## src/rtl/bwf_pkg.sv

```systemverilog
package bwf_pkg;
  localparam int FLAG_W    = 5;
  localparam int FL_ACTIVE = 0;
  localparam int FL_EMPTY  = 1;
  localparam int FL_AVAIL  = 2;
  localparam int FL_FULL   = 3;
  localparam int FL_HALF   = 4;

  // Level flags for a live transfer; the half bit flips sense by side.
  function automatic logic [FLAG_W-1:0] level_flags(int unsigned fill,
                                                    int unsigned depth,
                                                    logic rx_side);
    logic [FLAG_W-1:0] f;
    f            = '0;
    f[FL_ACTIVE] = 1'b1;
    f[FL_EMPTY]  = (fill == 0);
    f[FL_AVAIL]  = (fill != 0);
    f[FL_FULL]   = (fill == depth);
    f[FL_HALF]   = rx_side ? (fill >= depth / 2) : (fill <= depth / 2);
    return f;
  endfunction
endpackage

```

## src/rtl/bwf_word_ring.sv

```systemverilog
module bwf_word_ring #(
  parameter int DEPTH = 16,
  parameter int WIDTH = 32,
  localparam int AW = $clog2(DEPTH),
  localparam int CW = $clog2(DEPTH + 1)
) (
  input  logic             clk,
  input  logic             rst_n,
  input  logic             wr_req,
  input  logic [WIDTH-1:0] wr_data,
  input  logic             rd_req,
  output logic [WIDTH-1:0] head,
  output logic [CW-1:0]    fill
);
  logic [WIDTH-1:0] mem [DEPTH];
  logic [AW-1:0]    rptr;
  logic [AW-1:0]    wptr;
  logic             do_wr;
  logic             do_rd;

  // DEPTH is a power of two, so the write slot wraps by truncation.
  assign wptr  = rptr + fill[AW-1:0];
  assign do_wr = wr_req && (fill < CW'(DEPTH));
  assign do_rd = rd_req && (fill != '0);
  assign head  = mem[rptr];

  always_ff @(posedge clk) begin
    if (do_wr) mem[wptr] <= wr_data;
  end

  always_ff @(posedge clk or negedge rst_n) begin
    if (!rst_n) begin
      rptr <= '0;
      fill <= '0;
    end else begin
      if (do_rd) rptr <= rptr + AW'(1);
      case ({do_wr, do_rd})
        2'b10:   fill <= fill + CW'(1);
        2'b01:   fill <= fill - CW'(1);
        default: fill <= fill;
      endcase
    end
  end
endmodule

```

## src/rtl/bwf_packer.sv

```systemverilog
module bwf_packer #(
  parameter int WIDTH = 32,
  localparam int WORD_BYTES = WIDTH / 8,
  localparam int LANE_W = $clog2(WORD_BYTES)
) (
  input  logic             clk,
  input  logic             rst_n,
  input  logic             restart,
  input  logic             take,
  input  logic             last,
  input  logic [7:0]       byte_in,
  output logic             push,
  output logic [WIDTH-1:0] push_word
);
  logic [WIDTH-1:0]  acc;
  logic [LANE_W-1:0] lane;

  function automatic logic [WIDTH-1:0] place_byte(logic [WIDTH-1:0] base,
                                                  logic [7:0] b,
                                                  logic [LANE_W-1:0] ln);
    logic [WIDTH-1:0] ext;
    ext = WIDTH'(b);
    return base | (ext << (32'(ln) * 8));
  endfunction

  assign push_word = place_byte(acc, byte_in, lane);
  assign push      = take && (last || (lane == LANE_W'(WORD_BYTES - 1)));

  always_ff @(posedge clk or negedge rst_n) begin
    if (!rst_n) begin
      acc  <= '0;
      lane <= '0;
    end else if (restart) begin
      acc  <= '0;
      lane <= '0;
    end else if (take) begin
      if (push) begin
        acc  <= '0;
        lane <= '0;
      end else begin
        acc  <= push_word;
        lane <= lane + LANE_W'(1);
      end
    end
  end
endmodule

```

## src/rtl/bwf_unpacker.sv

```systemverilog
module bwf_unpacker #(
  parameter int WIDTH = 32,
  localparam int WORD_BYTES = WIDTH / 8,
  localparam int LANE_W = $clog2(WORD_BYTES)
) (
  input  logic             clk,
  input  logic             rst_n,
  input  logic             restart,
  input  logic             give,
  input  logic [WIDTH-1:0] head,
  output logic             have_bytes,
  output logic             need_pop,
  output logic [7:0]       byte_out
);
  logic [WIDTH-1:0]  hold;
  logic [LANE_W-1:0] left;

  assign have_bytes = (left != '0);
  assign need_pop   = give && !have_bytes;
  assign byte_out   = have_bytes ? hold[7:0] : head[7:0];

  always_ff @(posedge clk or negedge rst_n) begin
    if (!rst_n) begin
      hold <= '0;
      left <= '0;
    end else if (restart) begin
      left <= '0;
    end else if (give) begin
      if (!have_bytes) begin
        hold <= head >> 8;
        left <= LANE_W'(WORD_BYTES - 1);
      end else begin
        hold <= hold >> 8;
        left <= left - LANE_W'(1);
      end
    end
  end
endmodule

```

## src/rtl/bwf_status.sv

```systemverilog
module bwf_status
  import bwf_pkg::*;
#(
  parameter int DEPTH = 16,
  localparam int CW = $clog2(DEPTH + 1)
) (
  input  logic              live,
  input  logic              rd_dir,
  input  logic [CW-1:0]     fill,
  output logic [FLAG_W-1:0] tx_flags,
  output logic [FLAG_W-1:0] rx_flags
);
  logic [FLAG_W-1:0] lvl_tx;
  logic [FLAG_W-1:0] lvl_rx;

  assign lvl_tx   = level_flags(32'(fill), DEPTH, 1'b0);
  assign lvl_rx   = level_flags(32'(fill), DEPTH, 1'b1);
  assign tx_flags = (live && !rd_dir) ? lvl_tx : '0;
  assign rx_flags = (live &&  rd_dir) ? lvl_rx : '0;
endmodule

```

## src/rtl/byte_word_fifo_engine.sv

```systemverilog
module byte_word_fifo_engine
  import bwf_pkg::*;
#(
  parameter int DEPTH = 16,
  parameter int WIDTH = 32,
  parameter int LEN_W = 16,
  localparam int CW = $clog2(DEPTH + 1)
) (
  input  logic              clk,
  input  logic              rst_n,
  input  logic              start_i,
  input  logic              dir_rd_i,
  input  logic [LEN_W-1:0]  len_i,
  input  logic              host_push_i,
  input  logic [WIDTH-1:0]  host_wdata_i,
  input  logic              host_pop_i,
  output logic [WIDTH-1:0]  host_rdata_o,
  output logic              card_rx_ready_o,
  input  logic              card_rx_valid_i,
  input  logic [7:0]        card_rx_data_i,
  output logic              card_tx_valid_o,
  output logic [7:0]        card_tx_data_o,
  input  logic              card_tx_ready_i,
  output logic              xfer_en_o,
  output logic [LEN_W-1:0]  remaining_o,
  output logic [FLAG_W-1:0] tx_flags_o,
  output logic [FLAG_W-1:0] rx_flags_o,
  output logic              data_end_o,
  output logic              blk_end_o
);
  logic             en;
  logic             rd_dir;
  logic             armed;
  logic [LEN_W-1:0] cnt;
  logic [CW-1:0]    fill;
  logic [WIDTH-1:0] head;
  logic             cnt_zero;
  logic             fifo_empty;
  logic             drained;
  logic             rx_take;
  logic             tx_give;
  logic             byte_mv;
  logic             pk_push;
  logic [WIDTH-1:0] pk_word;
  logic             up_have;
  logic             up_pop;
  logic             ring_wr;
  logic             ring_rd;
  logic [WIDTH-1:0] ring_wdata;

  assign cnt_zero   = (cnt == '0);
  assign fifo_empty = (fill == '0);
  assign drained    = cnt_zero && fifo_empty;

  assign card_rx_ready_o = en && rd_dir && !cnt_zero && (fill < CW'(DEPTH)) && !start_i;
  assign card_tx_valid_o = en && !rd_dir && !cnt_zero && (up_have || !fifo_empty) && !start_i;
  assign rx_take = card_rx_ready_o && card_rx_valid_i;
  assign tx_give = card_tx_valid_o && card_tx_ready_i;
  assign byte_mv = rx_take || tx_give;

  assign ring_wr    = pk_push || (host_push_i && !rd_dir);
  assign ring_wdata = rd_dir ? pk_word : host_wdata_i;
  assign ring_rd    = up_pop || (host_pop_i && rd_dir);

  always_ff @(posedge clk or negedge rst_n) begin
    if (!rst_n) begin
      en     <= 1'b0;
      rd_dir <= 1'b0;
      armed  <= 1'b0;
      cnt    <= '0;
    end else if (start_i) begin
      en     <= 1'b1;
      rd_dir <= dir_rd_i;
      armed  <= 1'b1;
      cnt    <= len_i;
    end else begin
      if (en && drained) en <= 1'b0;
      if (byte_mv) cnt <= cnt - LEN_W'(1);
    end
  end

  bwf_word_ring #(.DEPTH(DEPTH), .WIDTH(WIDTH)) u_ring (
    .clk(clk), .rst_n(rst_n),
    .wr_req(ring_wr), .wr_data(ring_wdata),
    .rd_req(ring_rd), .head(head), .fill(fill)
  );

  bwf_packer #(.WIDTH(WIDTH)) u_pack (
    .clk(clk), .rst_n(rst_n), .restart(start_i),
    .take(rx_take), .last(cnt == LEN_W'(1)), .byte_in(card_rx_data_i),
    .push(pk_push), .push_word(pk_word)
  );

  bwf_unpacker #(.WIDTH(WIDTH)) u_unpack (
    .clk(clk), .rst_n(rst_n), .restart(start_i),
    .give(tx_give), .head(head),
    .have_bytes(up_have), .need_pop(up_pop), .byte_out(card_tx_data_o)
  );

  bwf_status #(.DEPTH(DEPTH)) u_stat (
    .live(en && !drained), .rd_dir(rd_dir), .fill(fill),
    .tx_flags(tx_flags_o), .rx_flags(rx_flags_o)
  );

  assign host_rdata_o = fifo_empty ? '0 : head;
  assign xfer_en_o    = en;
  assign remaining_o  = cnt;
  assign data_end_o   = armed && cnt_zero;
  assign blk_end_o    = armed && cnt_zero;
endmodule

```

## config.mk

```make
export PLATFORM = sky130hd
export DESIGN_NAME = byte_word_fifo_engine
export DESIGN_NICKNAME = d
export VERILOG_FILES = /design/src/rtl/bwf_pkg.sv /design/src/rtl/bwf_word_ring.sv /design/src/rtl/bwf_packer.sv /design/src/rtl/bwf_unpacker.sv /design/src/rtl/bwf_status.sv /design/src/rtl/byte_word_fifo_engine.sv
export SDC_FILE = /design/constraint.sdc
export NUM_CORES = 1
export LEC_CHECK = 0
export ABC_AREA = 1
export BUFFER_PORTS_ARGS = -buffer_cell sky130_fd_sc_hd__buf_2
export CORE_ASPECT_RATIO = 1.25
export CORE_UTILIZATION = 35
export CTS_BUF_LIST = sky130_fd_sc_hd__clkbuf_4 sky130_fd_sc_hd__clkbuf_8
export DETAILED_ROUTE_END_ITERATION = 10
export SLEW_MARGIN = 15
export SYNTH_ARGS = -nofsm -noshare
export SYNTH_HDL_FRONTEND = slang
export SYNTH_SLANG_ARGS = --single-unit
```

## constraint.sdc

```tcl
create_clock -name clk -period 3.47 [get_ports clk]
set_input_delay 0.694 -clock clk [delete_from_list [all_inputs] [get_ports clk]]
set_output_delay 0.694 -clock clk [all_outputs]
set_load 0.005 [all_outputs]
```

==> results of run 1 <==
layout make-up:
class	instances	area [sq um]	area share [%]
Tap cell	960	1201	3.959
Multi-Input combinational cell	1514	7403	24.40
Sequential cell	600	17590	57.97
Timing Repair inverter	1	11.26	0.03712
Timing Repair Buffer	225	1819	5.996
Antenna cell	8	20.02	0.06598
Clock buffer	128	1574	5.188
Clock inverter	40	285.3	0.9403
Inverter	109	437.9	1.443
per-layer routing:
layer	global-route usage, %	part of all wire, %
met1	23.48	38
met2	36.61	52
met3	2.441	4.8
met4	10.81	4.4
met5	0	0
cell families (layout without fill, tap and decap cells):
kind of cell | Yosys count | in the layout
fa+ha+maj | 14 | 14
buf+inv | 252 | 503
simple gates | 965 | 965
compound gates | 524 | 524
other cells | 0 | 8
flops | 600 | 600
xor+xnor | 11 | 11
worst paths after layout:
check / startpoint / endpoint / slack (ns) / cells after the start
setup / recovery: u_ring.rptr[0]$_DFFE_PN0P_ / host_rdata_o[29] / 0.05 / 9
hold / removal: rst_n / remaining_o[11]$_DFFE_PN0P_ / 0.13 / 1
setup reg to reg: remaining_o[0]$_DFFE_PN0P_ / u_ring.fill[4]$_DFFE_PN0P_ / 0.35 / 15
hold reg to reg: armed$_DFFE_PN0P_ / armed$_DFFE_PN0P_ / 0.46 / 2
max in group asynchronous: rst_n / remaining_o[0]$_DFFE_PN0P_ / 2.54 / 2
min in group clk: dir_rd_i / rd_dir$_DFFE_PN0P_ / 0.26 / 3
registers in the layout, indices dropped and copies added (netlist names):
signal / count
u_unpack.left: 2
u_ring.fill: 5
rd_dir: 1
u_unpack.hold: 24
xfer_en_o: 1
u_ring.mem: 512
armed: 1
u_pack.acc: 32
u_pack.lane: 2
remaining_o: 16
u_ring.rptr: 4
synthesized netlist by cell type, types with 3 or more instances:
| cell | count |
|---|---|
| buf_4 | 16 |
| clkbuf_1 | 71 |
| o21bai_1 | 4 |
| nand4_1 | 3 |
| a21oi_1 | 94 |
| buf_1 | 10 |
| nor2_2 | 6 |
| ha_1 | 12 |
| o211ai_1 | 105 |
| nand3_2 | 3 |
| dfrtp_1 | 88 |
| buf_2 | 44 |
| nor3_1 | 31 |
| xnor2_1 | 5 |
| nand3_1 | 107 |
| nand2_2 | 7 |
| nand2_1 | 313 |
| o21ai_1 | 43 |
| xor2_1 | 6 |
| inv_1 | 101 |
| nand2_4 | 3 |
| or2_2 | 9 |
| edfxtp_1 | 512 |
| inv_2 | 5 |
| nor2_1 | 475 |
| o21ai_0 | 275 |
worst max-delay path, delay by kind of cell, from the launching register on:
family          cells  cell delay, ns
buf+inv             4            0.71
compound gates      4            0.55
simple gates        1            0.17
flops               1            0.60
through the flow:
stage               setup WS, ns  power, uW
floorplan                 0.1554      14270
CTS                     -0.03132      24170
global placement          0.2812      17760
finish                   0.04943      24570
detailed placement        0.3153      17900
global route            -0.02791      25800
timing repair:
action / in CTS / in global routing
endpoints found under the setup margin: 34 / 34
gates resized for setup: 27 / 13
cloned: 1 / 7
buffers inserted: 2 / 8
pin swaps: 0 / 4
hold buffers: 0 / 0
power breakdown:
part           switching (uW)  internal [uW]  total (uW)
registers                 330           8670        9000
clock network            2800           3170        5970
logic                    6440           3150        9600
total                    9570          15000       24600
==> impl_metrics.yaml, run 1 <==
setup_path:
  timing.critical_path.required_ns: 2.78
  crit_path_end_kind: "primary output"
  timing.setup.critical_path_class: "flip-flop to primary output"
  crit_path_cell_trace: "buf_12, clkbuf_16, a21oi_1, o21ai_0, o211ai_1, nand3_1, a21oi_2, buf_4, buf_2"
  critical_path_arrival_ns: 2.73
  crit_fanout: 33
  cell_type_of_the_slowest_stage_on_the_worst_timing_path: "dfrtp_4"
  setup.worst_path.start_class: "flip-flop"
  timing.critical_path.slowest_cell_delay_ns: 0.60
final_layout:
  final_cells: 3585
  synthToLayoutAreaGrowth_pct: 17.41
  layout.core_utilization_pct: 41.45
  final_instance_area_sq_mm: 0.03034
  nFillCells: 6848
  layout_common_cells: "512 x edfxtp_1, 458 x nor2_1, 312 x nand2_1"
  layout.cells.most_common: "edfxtp_1"
  post_route_cells_drive_above_1_share_pct: 17.42
  finalNetCount: 2619
yosys:
  synthXorXnorAreaFrac_pct: 0.3728
  asyncSetResetFlopFracSynth_pct: 14.67
  post_synth_and_or_nand_nor_area_fraction_pct: 15.47
  netlist-cell-type-count: 38
  ys_top_cells_by_area: "edfxtp_1 59%, dfrtp_1 8.5%, nor2_1 6.9%"
  synth-edff-count: 512
  synth-seq-cells: 600
  synth_largest_type_area_fraction_pct: 59.50
  yosysWarningCount: 0
  synthMuxAreaShare_pct: 0
  share_of_the_synthesized_area_in_compound_gates_ao_oa_aoi_oai_pct: 11.22
  dominantRegCellSynth: "edfxtp_1"
  adder_cell_area_share_of_the_yosys_netlist_pct: 0.7360
  synth.avg_cell_area_sq_um: 10.92
  post_synth_instance_area_sq_mm: 0.02584
  synth_top_family_by_area: "simple AND/OR/NAND/NOR gates"
  syn_inst: 2366
  synth_fp_nets: 2444
  synth_largest_area_cell: "edfxtp_1"
  synth-seq-area-share_pct: 68.02
grt:
  grt_remaining_overflow: 0
  grt_util_all_layers_pct: 20.37
  grt_start_max_net_pins: 133
  number_of_global_route_vias_before_repair: 18620
  grt_first_pass_wirelength_mm: 114.3
  antenna_found_initial: 8
clocking:
  clkSlewWorstSetupHoldPaths_ns: 0.06
  tritoncts.num_buffers: 90
  cts.root.buffer_cell: "clkbuf_8"
  ctsHtreeMaxLevel: 3
  clk_path_buf_depth: 3
  cts.sinks: 600
  clkLatencyLatePin_ns: 0.71
  cts_tree: "done"
placed_design:
  dp_cells: 3391
  postPlaceCellArea_sq_mm: 0.02801
  detailed_place_hpwl_mm: 46.68
  portBuffers: 134
  gpl.final_weighted_congestion: 0.8678
power_and_ir_drop:
  ratio_of_total_power_to_cell_area_mw_per_mm2: 809.9
  vdd_drop_max_v: 0.0004353
  static-leakage-power_uw: 0.01139
floorplanning:
  placeableCoreArea_sq_mm: 0.07319
  die_area_sq_mm: 0.07493
  die_x_um: 245.0
  core.rowCount: 111
  io-pin-count: 135
  start_util_pct: 35.31
  floorplan.die.height_um: 305.8
sta:
  timing.final.setup_violations: 0
  timing.final.max_slew_violations: 0
  max_slew_margin_pct: 35.28
  achievable-frequency_mhz: 292.3
  finalCritPeriodShare_pct: 98.58
  final.setup_skew_ns: 0.02988
  finalWorstPathRequiredPeriod_ns: 3.421
  timing_worst_slew_pin_value_ns: 0.9708
  fin_hold_ws_ns: 0.1326
  finalHoldViolations: 0
  rsz0062_at_grt: "yes"
  setup_tns_ns: 0
run:
  drv.max_cap_violation_count: 0
status:
  status: "finished clean"
route:
  number_of_nets_with_antenna_violations_after_routing: 0
  post_drt_via_cell_ratio: 5.238
  drtPass1Iterations: 5
  drcViolationCount: 0
  routed_wl_mm: 79.20
  wire_per_inst_um: 22.09
  dr_total_vias: 18780
  drt-initial-drc-count: 1676
worst_hold_path:
  hold_path_class: "input pin to async pin"
No activity file was read; power rests on OpenSTA's default activity.
==> run 2, diff against run 1 <==
- BUFFER_PORTS_ARGS: -buffer_cell sky130_fd_sc_hd__buf_2 -> -buffer_cell sky130_fd_sc_hd__buf_4
==> run 2 against run 1 <==
Combinational power increased by 2.3%. Setup slack improved by 0.039 ns. Register-to-register slack improved by 0.03 ns. Fmax increased by 1.2%. Total power increased by 0.61%. Clock power decreased by 1%. Clock skew increased by 0.011 ns. Sequential share of layout area decreased by 0.56 points. Die area unchanged.
==> impl_metrics.yaml, run 2 (synthesized netlist as in run 1, its figures left out) <==
status:
  status: "finished clean"
floorplanning:
  placeableCoreArea_sq_mm: 0.07319
  floorplan.die.height_um: 305.8
  die_area_sq_mm: 0.07493
  start_util_pct: 35.31
  core.rowCount: 111
  io-pin-count: 135
  die_x_um: 245.0
route:
  drt-initial-drc-count: 1551
  post_drt_via_cell_ratio: 5.247
  drtPass1Iterations: 6
  number_of_nets_with_antenna_violations_after_routing: 0
  routed_wl_mm: 78.70
  drcViolationCount: 0
  wire_per_inst_um: 22.05
  dr_total_vias: 18730
power_and_ir_drop:
  clkPwrFrac_pct: 23.8
  power.combinational.fraction_pct: 39.7
  vdd_drop_max_v: 0.0004164
  p_sw_uw: 9522
  cellInternalPower_uw: 15200
  switching_share_pct: 38.52
  finalPower_uw: 24720
  ratio_of_total_power_to_cell_area_mw_per_mm2: 806.9
  seq_power_share_pct: 36.4
  static-leakage-power_uw: 0.01145
clocking:
  cts_tree: "done"
  tritoncts.num_buffers: 90
  clkLatencyLatePin_ns: 0.71
  ctsHtreeMaxLevel: 3
  cts.root.buffer_cell: "clkbuf_8"
  clkSlewWorstSetupHoldPaths_ns: 0.06
  hold_buffer_count_at_cts: 0
  cts.sinks: 600
  clk_path_buf_depth: 3
setup_path:
  worst_r2r_startpoint: "remaining_o[0]$_DFFE_PN0P_"
  timing.setup.critical_path_class: "flip-flop to primary output"
  setup.worst_path.start_class: "flip-flop"
  crit_fanout: 35
  rr_endpoint: "u_ring.fill[4]$_DFFE_PN0P_"
  r2r.worst_path.cells: 16
  critical_path_arrival_ns: 2.69
  ff2ff_setup_slack_ns: 0.38
  timing.critical_path.required_ns: 2.78
  crit_path_end_kind: "primary output"
final_layout:
  layout_common_cells: "512 x edfxtp_1, 458 x nor2_1, 312 x nand2_1"
  final_instance_area_sq_mm: 0.03064
  finalNetCount: 2608
  post_route_cells_drive_above_1_share_pct: 17.34
  synthToLayoutAreaGrowth_pct: 18.56
  top_register: "u_ring.mem"
  largest_reg_flops: 512
  layout_top_registers: "u_ring.mem (512), u_pack.acc (32), u_unpack.hold (24)"
  layout.cells.most_common: "edfxtp_1"
sta:
  fin_hold_ws_ns: 0.1435
  achievable-frequency_mhz: 295.8
  max_slew_margin_pct: 35.78
  setup_tns_ns: 0
  timing.final.setup_violations: 0
  rsz0062_at_grt: "yes"
  finalWorstPathRequiredPeriod_ns: 3.381
  final.setup_skew_ns: 0.04058
  finalHoldViolations: 0
  timing.final.max_slew_violations: 0
  finalCritPeriodShare_pct: 97.44
  finalWorstSetupSlack_ns: 0.08884
  timing_worst_slew_pin_value_ns: 0.9633
run:
  drv.max_cap_violation_count: 0
placed_design:
  portBuffers: 134
  postPlaceCellArea_sq_mm: 0.02834
  gpl.final_weighted_congestion: 0.8604
  detailed_place_hpwl_mm: 46.95
  preCtsSetupSlack_ns: 0.2591
grt:
  grt_remaining_overflow: 0
  number_of_global_route_vias_before_repair: 18590
  grt_first_pass_wirelength_mm: 114.6
  grt_start_max_net_pins: 131
  antenna_found_initial: 8
  grt_util_all_layers_pct: 20.43
worst_hold_path:
  hold_path_class: "input pin to async pin"
[run 2: how the worst max path moves through the flow]
stage,start,to,slack [ns],depth (start not counted)
after floorplan,u_ring.fill[0]$_DFFE_PN0P_,u_ring.mem[10][0]$_DFFE_PP_,0.16,7
after global placement,start_i,u_ring.fill[4]$_DFFE_PN0P_,0.24,17
after detailed placement,start_i,u_ring.fill[4]$_DFFE_PN0P_,0.26,17
after CTS,u_ring.rptr[0]$_DFFE_PN0P_,host_rdata_o[31],-0.08,6
after global routing,u_ring.rptr[0]$_DFFE_PN0P_,host_rdata_o[0],-0.03,9
final,u_ring.rptr[0]$_DFFE_PN0P_,host_rdata_o[8],0.09,8
[run 2: area by class of cell]
| cell class | count | area, sq um |
|---|---|---|
| flip-flops and latches | 600 | 17590 |
| inverters | 109 | 437.9 |
| repair buffers | 215 | 2115 |
| diodes | 8 | 20.02 |
| fillers | 6866 | 42550 |
| clock inverters | 39 | 304.0 |
| clock buffers | 124 | 1506 |
| well taps | 960 | 1201 |
| multi-input cells | 1514 | 7465 |
[run 2: layer usage]
layer | part of all wire [%] | GRT usage, %
met3 | 4.9 | 2.827
met1 | 38 | 23.63
met4 | 4.8 | 10.74
met2 | 52 | 36.40
met5 | 0 | 0
[run 2: worst max-delay path, stage by stage, from the launching register on]
cell and delay [ns]:
dfrtp_4 0.58, clkinv_16 0.15, buf_16 0.19, buf_16 0.17
o21ai_2 0.06, o211ai_1 0.26, nand3_1 0.17, a21oi_2 0.23
buf_4 0.14
[run 2: what timing repair did]
item / in CTS / in global routing
cloned: 1 / 6
buffers inserted: 0 / 5
pin swaps: 1 / 11
endpoints found under the setup margin: 39 / 39
resized for setup: 33 / 28
[run 2: metrics by stage]
step,utilization [%],cells
floorplan,-,2366
global placement,38.73,3386
detailed placement,38.73,3386
CTS,41.42,3550
global route,41.86,3569
finish,41.86,3569
[run 2: power groups by stage]
stage	clock, uW	combinational, uW	sequential, uW
final	5890	9820	9010
after global routing	6310	10700	9060
after CTS	6010	9370	8990
after detailed placement	0	9080	9120
after global placement	0	8960	9090
after floorplan	0	5250	9020
==> run 3, diff against run 2 <==
- clock period: 3.47 -> 3.95 ns (I/O delays scaled with it)
==> run 3 against run 2 <==
Die area is the same. Sequential cell count is the same. Cell count shrank 0.78%. Setup slack gained 0.065 ns. Clock-buffer cell count shrank 12. Global-route usage shrank 0.47 points. Combinational power shrank 21%. Critical path depth shrank 2. Register-to-register slack gained 0.29 ns. Routed wire length shrank 4.7%.
==> impl_metrics.yaml, run 3 (synthesized netlist as in run 1, its figures left out) <==
status:
  status: "finished clean"
setup_path:
  r2r.worst_path.cells: 17
  rr_endpoint: "u_ring.fill[4]$_DFFE_PN0P_"
  worst_r2r_startpoint: "remaining_o[1]$_DFFE_PN0P_"
  crit_fanout: 81
  critical_path_arrival_ns: 3.01
  timing.setup.critical_path_class: "flip-flop to primary output"
  crit_path_end_kind: "primary output"
  timing.critical_path.required_ns: 3.16
  setup.worst_path.start_class: "flip-flop"
  ff2ff_setup_slack_ns: 0.67
clocking:
  cts.root.buffer_cell: "clkbuf_8"
  hold_buffer_count_at_cts: 0
  cts.sinks: 600
  clk_path_buf_depth: 3
  tritoncts.num_buffers: 87
  cts_tree: "done"
  clkSlewWorstSetupHoldPaths_ns: 0.07
  clkLatencyLatePin_ns: 0.68
  ctsHtreeMaxLevel: 3
sta:
  achievable-frequency_mhz: 263.4
  final.setup_skew_ns: 0.02748
  setup_tns_ns: 0
  max_slew_margin_pct: 27.19
  timing.final.setup_violations: 0
  timing_worst_slew_pin_value_ns: 1.092
  finalWorstPathRequiredPeriod_ns: 3.796
  finalHoldViolations: 0
  timing.final.max_slew_violations: 0
  rsz0062_at_grt: "no"
  finalCritPeriodShare_pct: 96.10
final_layout:
  synthToLayoutAreaGrowth_pct: 16.31
  top_register: "u_ring.mem"
  final_instance_area_sq_mm: 0.03006
  largest_reg_flops: 512
  finalNetCount: 2583
  layout_common_cells: "512 x edfxtp_1, 459 x nor2_1, 313 x nand2_1"
  post_route_cells_drive_above_1_share_pct: 15.53
  layout_top_registers: "u_ring.mem (512), u_pack.acc (32), u_unpack.hold (24)"
  layout.cells.most_common: "edfxtp_1"
grt:
  grt_first_pass_wirelength_mm: 112.0
  grt_util_all_layers_pct: 19.96
  grt_remaining_overflow: 0
  number_of_global_route_vias_before_repair: 18090
  grt_start_max_net_pins: 89
  antenna_found_initial: 5
floorplanning:
  start_util_pct: 35.31
  floorplan.die.height_um: 305.8
  die_area_sq_mm: 0.07493
  placeableCoreArea_sq_mm: 0.07319
  io-pin-count: 135
  die_x_um: 245.0
  core.rowCount: 111
run:
  drv.max_cap_violation_count: 0
route:
  drt-initial-drc-count: 1812
  post_drt_via_cell_ratio: 5.182
  wire_length_on_met2_mm: 39.09
  met1_length_mm: 28.64
  drcViolationCount: 0
  number_of_nets_with_antenna_violations_after_routing: 0
  dr_total_vias: 18350
  met3_wirelength_mm: 3.504
  drtPass1Iterations: 7
  routed_wl_mm: 75.03
  wire_per_inst_um: 21.19
  dr.max_layer_used: "met4"
placed_design:
  gpl.final_weighted_congestion: 0.8915
  portBuffers: 134
  detailed_place_hpwl_mm: 45.85
  postPlaceCellArea_sq_mm: 0.02811
power_and_ir_drop:
  static-leakage-power_uw: 0.01121
  ratio_of_total_power_to_cell_area_mw_per_mm2: 700.7
  vdd_drop_max_v: 0.0005474
worst_hold_path:
  hold_path_class: "input pin to async pin"
run 3: cell count changes in the layout (fill, tap and decap cells not counted), moves of 7 or more:
| cell | before | now |
|---|---|---|
| buf_12 | 20 | 13 |
| nand3_2 | 11 | 3 |
| a21oi_1 | 75 | 90 |
| a21oi_2 | 15 | 4 |
| nand3_1 | 99 | 107 |
| clkbuf_4 | 32 | 21 |
run 3: worst max path at each step:
stage | from | to | slack, ns | cells after the start
floorplan | start_i | u_ring.mem[0][0]$_DFFE_PP_ | 0.62 | 7
detailed placement | start_i | u_ring.fill[4]$_DFFE_PN0P_ | 0.38 | 14
global route | u_ring.rptr[0]$_DFFE_PN0P_ | host_rdata_o[6] | 0.02 | 6
CTS | u_ring.rptr[1]$_DFFE_PN0P_ | host_rdata_o[25] | 0.02 | 6
finish | u_ring.rptr[0]$_DFFE_PN0P_ | host_rdata_o[6] | 0.15 | 6
global placement | start_i | u_ring.fill[4]$_DFFE_PN0P_ | 0.44 | 14
run 3: power by group:
group / leakage [uW] / total (uW) / switching [uW] / internal [uW]
logic: 0.00447 / 7760 / 5220 / 2540
clock network: 0.000990 / 5360 / 2410 / 2950
registers: 0.00576 / 7940 / 322 / 7620
total: 0.0112 / 21100 / 7950 / 13100
run 3: through the flow:
stage	setup WS [ns]	hold slack (ns)	total power [uW]	utilization, %	cells
floorplan	0.6163	0.4232	12540	-	2366
global placement	0.4412	0.4435	15680	38.41	3375
detailed placement	0.3751	0.4413	15800	38.41	3375
CTS	0.01588	0.07951	21170	41.00	3535
global route	0.01997	0.1221	22210	41.07	3541
finish	0.1539	0.09883	21060	41.07	3541
run 3: area by class of cell:
cell class              count  area (sq um)
well taps                 960          1201
multi-input cells        1514          7321
fillers                  6857         43140
diodes                      5         12.51
flip-flops and latches    600         17590
inverters                 109         416.7
repair buffers            193          1630
clock buffers             112          1410
clock inverters            48         478.0
run 3: critical path, cell delays in order, from the launching register on:
cell and delay (ns):
dfrtp_4 0.60, buf_6 0.50, o21ai_0 0.19, o211ai_1 0.27, nand3_1 0.15, a21oi_1 0.36
buf_4 0.18
run 3: timing repair:
action	CTS	global route
gates resized for setup	3	5
endpoints found under the setup margin	4	5
buffers inserted	0	1
run 3: routing by layer:
metal	global-route usage, %	up-vias
li1	-	8546
met3	2.432	169
met2	35.78	630
met1	22.95	9004
met5	0	-
met4	10.87	0
